--- src/rtl/strap_pkg.sv ---
package strap_pkg;
  localparam int NPORTS     = 4;
  localparam int ADDR_W     = 5;
  localparam int LOW_W      = $clog2(NPORTS);
  localparam int HI_W       = ADDR_W - LOW_W;
  localparam int SEED_W     = 11;
  localparam logic [SEED_W-1:0] SEED_BASE = 11'h5A3;
  localparam int FIBER_PORT = NPORTS - 1;

  typedef struct packed {
    logic [HI_W-1:0] addr_hi;
    logic            rot;
    logic            aneg;
    logic            force100;
    logic            scr;
    logic            fx_dis;
    logic            xfmr;
  } strap_t;

  // Low address bits of a port: identity or rotated up by one, modulo NPORTS.
  function automatic logic [LOW_W-1:0] rot_low(input int unsigned idx, input logic rot);
    int unsigned v;
    v = rot ? idx : idx + 1;
    return LOW_W'(v % NPORTS);
  endfunction

  // Seed: address folded into a constant whose upper bits are nonzero.
  function automatic logic [SEED_W-1:0] seed_of(input logic [ADDR_W-1:0] a);
    return SEED_BASE ^ SEED_W'(a);
  endfunction
endpackage

--- src/rtl/strap_latch.sv ---
module strap_latch
  import strap_pkg::*;
(
  input  logic   clk,
  input  logic   rst,
  input  strap_t raw,
  output strap_t cap,
  output logic   live,
  output logic   cap_fire
);
  // One capture per reset: the first edge with rst low while not yet live.
  assign cap_fire = !rst && !live;

  always_ff @(posedge clk) begin
    if (rst) begin
      live <= 1'b0;
      cap  <= '0;
    end else if (cap_fire) begin
      live <= 1'b1;
      cap  <= raw;
    end
  end
endmodule

--- src/rtl/port_cfg_decode.sv ---
module port_cfg_decode
  import strap_pkg::*;
#(
  parameter int PORT_IDX = 0
) (
  input  logic              rst,
  input  logic              live,
  input  strap_t            cap,
  output logic [ADDR_W-1:0] addr,
  output logic [SEED_W-1:0] seed,
  output logic              scr_en,
  output logic              aneg_en,
  output logic              spd100,
  output logic              fiber,
  output logic              xfmr_125
);
  localparam bit IS_FIBER_CAPABLE = (PORT_IDX == FIBER_PORT);

  logic fiber_sel;
  assign fiber_sel = IS_FIBER_CAPABLE && !cap.fx_dis;

  always_comb begin
    if (rst || !live) begin
      addr     = '0;
      scr_en   = 1'b1;
      aneg_en  = 1'b1;
      spd100   = 1'b1;
      fiber    = 1'b0;
      xfmr_125 = 1'b0;
    end else begin
      addr     = {cap.addr_hi, rot_low(PORT_IDX, cap.rot)};
      scr_en   = cap.scr;
      fiber    = fiber_sel;
      // fiber mode has no negotiation; otherwise aneg strap wins over force
      aneg_en  = cap.aneg && !fiber_sel;
      spd100   = fiber_sel || cap.aneg || cap.force100;
      xfmr_125 = !cap.xfmr;
    end
  end

  assign seed = seed_of(addr);
endmodule

--- src/rtl/qport_strap_decoder.sv ---
module qport_strap_decoder
  import strap_pkg::*;
(
  input  logic                     clk,
  input  logic                     rst,
  input  logic [2:0]               strap_addr_hi,
  input  logic                     strap_rot,
  input  logic                     strap_aneg,
  input  logic                     strap_force100,
  input  logic                     strap_scr,
  input  logic                     strap_fx_dis,
  input  logic                     strap_xfmr,
  output logic [NPORTS*ADDR_W-1:0] port_addr,
  output logic [NPORTS*SEED_W-1:0] port_seed,
  output logic [NPORTS-1:0]        port_scr_en,
  output logic [NPORTS-1:0]        port_aneg_en,
  output logic [NPORTS-1:0]        port_spd100,
  output logic [NPORTS-1:0]        port_fiber,
  output logic [NPORTS-1:0]        port_xfmr_125
);
  strap_t raw_straps;
  strap_t cap_straps;
  logic   cfg_live;
  logic   cap_fire;

  assign raw_straps = '{addr_hi:  strap_addr_hi,
                        rot:      strap_rot,
                        aneg:     strap_aneg,
                        force100: strap_force100,
                        scr:      strap_scr,
                        fx_dis:   strap_fx_dis,
                        xfmr:     strap_xfmr};

  strap_latch u_latch (
    .clk      (clk),
    .rst      (rst),
    .raw      (raw_straps),
    .cap      (cap_straps),
    .live     (cfg_live),
    .cap_fire (cap_fire)
  );

  for (genvar p = 0; p < NPORTS; p++) begin : g_port
    port_cfg_decode #(.PORT_IDX(p)) u_dec (
      .rst      (rst),
      .live     (cfg_live),
      .cap      (cap_straps),
      .addr     (port_addr[p*ADDR_W +: ADDR_W]),
      .seed     (port_seed[p*SEED_W +: SEED_W]),
      .scr_en   (port_scr_en[p]),
      .aneg_en  (port_aneg_en[p]),
      .spd100   (port_spd100[p]),
      .fiber    (port_fiber[p]),
      .xfmr_125 (port_xfmr_125[p])
    );
  end
endmodule

--- config.mk ---
export PLATFORM = sky130hd
export DESIGN_NAME = qport_strap_decoder
export DESIGN_NICKNAME = d
export VERILOG_FILES = /design/src/rtl/strap_pkg.sv /design/src/rtl/strap_latch.sv /design/src/rtl/port_cfg_decode.sv /design/src/rtl/qport_strap_decoder.sv
export SDC_FILE = /design/constraint.sdc
export NUM_CORES = 1
export LEC_CHECK = 0
export ABC_AREA = 1
export BUFFER_PORTS_ARGS = -buffer_cell sky130_fd_sc_hd__buf_2
export CAP_MARGIN = 20
export CORE_AREA = 2 2 67 69
export CTS_CLUSTER_DIAMETER = 200
export DETAILED_ROUTE_END_ITERATION = 7
export DIE_AREA = 0 0 69 71
export REMOVE_ABC_BUFFERS = 1
export SLEW_MARGIN = 10
export SYNTH_ARGS = -nofsm -noshare
export SYNTH_HDL_FRONTEND = slang
export SYNTH_SLANG_ARGS = --single-unit
--- constraint.sdc ---
create_clock -name clk -period 3 [get_ports clk]
set_input_delay 0.9 -clock clk [delete_from_list [all_inputs] [get_ports clk]]
set_output_delay 0.9 -clock clk [all_outputs]
set_load 0.005 [all_outputs]
==> metrics <==
DR iter-0 viols=7; Skew-Pair Late Insertion Delay=approximately 0.23 ns; Fin. Hold Viols=0; input/output buffers=65; Clock Skew=0.000887 ns; Crit Path Max Fanout=11; Pleak=around 0.00065 µW; Synth Area in Adders=0%; CP Capture Type=output port; post-cts resize count=0; Place WS=0.430 ns; hold_buf cts=0; total track usage=6.17%; postcts setup bufs=0; clk buf depth=2; post-layout net count=170; layout cells sized above 1=between 40% and 50%; Post-Syn Instances=between 100 and 150; synth unique cells=13; Pre-Repair DR Iteration Count=3; routed len/inst=approximately 7.6 µm; DRC Markers=0; DRT Wirelength=1600 µm; #FFs+latches synth=10; simple-gate share of the synthesized area=19.1%; post-synthesis mux area share=0%; XOR/XNOR Fraction of Synth Area=0%; status=complete, no violations; VDD IR max=around 170 µV; Worst Setup Start Kind=input port; Min-Delay Path Depth=2; vias in the first global route=about 500; FILL cells=498; setup_tns=0 ns; initial antenna violation count=0; cell row count=24; Worst Hold Class=flip-flop to flip-flop; final period utilization=84.9%; sequential element share of the synthesized area=between 10% and 20%; grt ovf=0; H-tree level count=1; root buffer cell=clkbuf_8; CP Class=input port to output port; PwrDens=approximately 360 nW/µm²; CP Data Required Time=2.10 ns; Core ar.=4200 µm²; Fmax=between 0.3 and 0.4 GHz; Final WS setup=0.454 ns; Final min period=between 2 and 3 ns; Final Setup Violations=0; initial core utilization=24.3%; clock slew at reported path FFs=about 0.040 ns; RePlAce Congestion=between 0.6 and 0.7; I/O pins=95; Max Slew Vio Count=0; RSZ-0062 raised after global routing=false; DP Wirelength=about 1400 µm; die area=4900 µm²; Worst Path Arrival=around 1.7 ns; Routed Antenna Nets=0; main combinational cell family by area after synthesis=buffers and inverters; die height=between 70 and 80 µm; cts bufs inserted=3; worst r2r path cells=3; max_cap viols=0; # clock sinks=10; Die X=69 µm; Avg Cell Area, Syn=between 7 and 8 µm²; CTS tree=built; detail-routed via count per cell=around 3.3; synth-to-layout area growth=-4.41%; Power Total=around 350 µW; Synth Area in Compound Gates=0%; area of the mapped netlist=1020 µm²; warnings from Yosys=0; largest net degree at the start of global routing=12; antenna diode count=0; first-pass GRT wire length=around 2300 µm; via count=approximately 700
-- through the flow --
stage               std cells  area [µm²]  hold slack [ns]  utilization (%)
finish                    209         977            0.467             23.2
global route              209         977            0.485             23.2
CTS                       209         977            0.471             23.2
detailed placement        206         936            0.462             22.3
global placement          206         936            0.461             22.3
floorplan                  88         538            0.449                -
-- path summary, 6_finish.rpt --
kind,slack [ns],end,startpoint
worst max-delay path,0.45,port_addr[8],rst
worst min register to register,0.47,u_latch.cap[2],u_latch.cap[2]
worst min-delay path,0.47,u_latch.cap[2],u_latch.cap[2]
worst max register to register,2.06,u_latch.cap[0],u_latch.live
-- layout make-up --
cell class	count	area, µm²	share of cell area [%]
Multi-Input combinational cell	69	304	31.1
Sequential cell	10	200	20.5
Tap cell	52	65.1	6.66
Clock buffer	3	41.3	4.23
Timing Repair Buffer	66	333	34.1
Inverter	9	33.8	3.46
-- cells in the mapped netlist, drive strengths merged --
library cell / count / area, µm²
inv: 9 / 33.8
nand3: 10 / 62.6
nor2: 6 / 35.0
nand2: 24 / 97.6
dfxtp: 10 / 200
buf: 77 / 586
conb: 2 / 7.51
-- kinds of logic after synthesis --
logic type | count (synthesis)
buf+inv | 86
flops | 10
other cells | 2
simple gates | 40
-- cell usage in the layout (no fill, tap or decap), drive strengths merged --
master	Yosys	routed
buf	77	66
clkbuf	0	3
conb	2	29
dfxtp	10	10
inv	9	9
nand2	24	24
nand3	10	10
nor2	6	6
-- metal layers --
layer  global-route usage [%]  wire, µm  share of wire [%]
met4                     2.61        14               0.88
met3                     3.56       231                 14
met2                     9.62       754                 47
met5                        0         0                  0
met1                     6.89       598                 37
-- critical path, cell delays in order --
cell,delay (ns)
buf_2,0.12
inv_2,0.18
nand3_1,0.14
inv_1,0.16
buf_2,0.14
-- registers in the layout, indices dropped and copies added (netlist names) --
register / cells
u_latch.cap: 9
u_latch.live: 1
-- power by group --
part           internal, µW  switching [µW]  total (µW)
Sequential              141            6.22         148
Combinational          29.8            41.4        71.2
Clock                  87.5            48.5         136
Note: power is estimated with default switching activity, not from simulation.
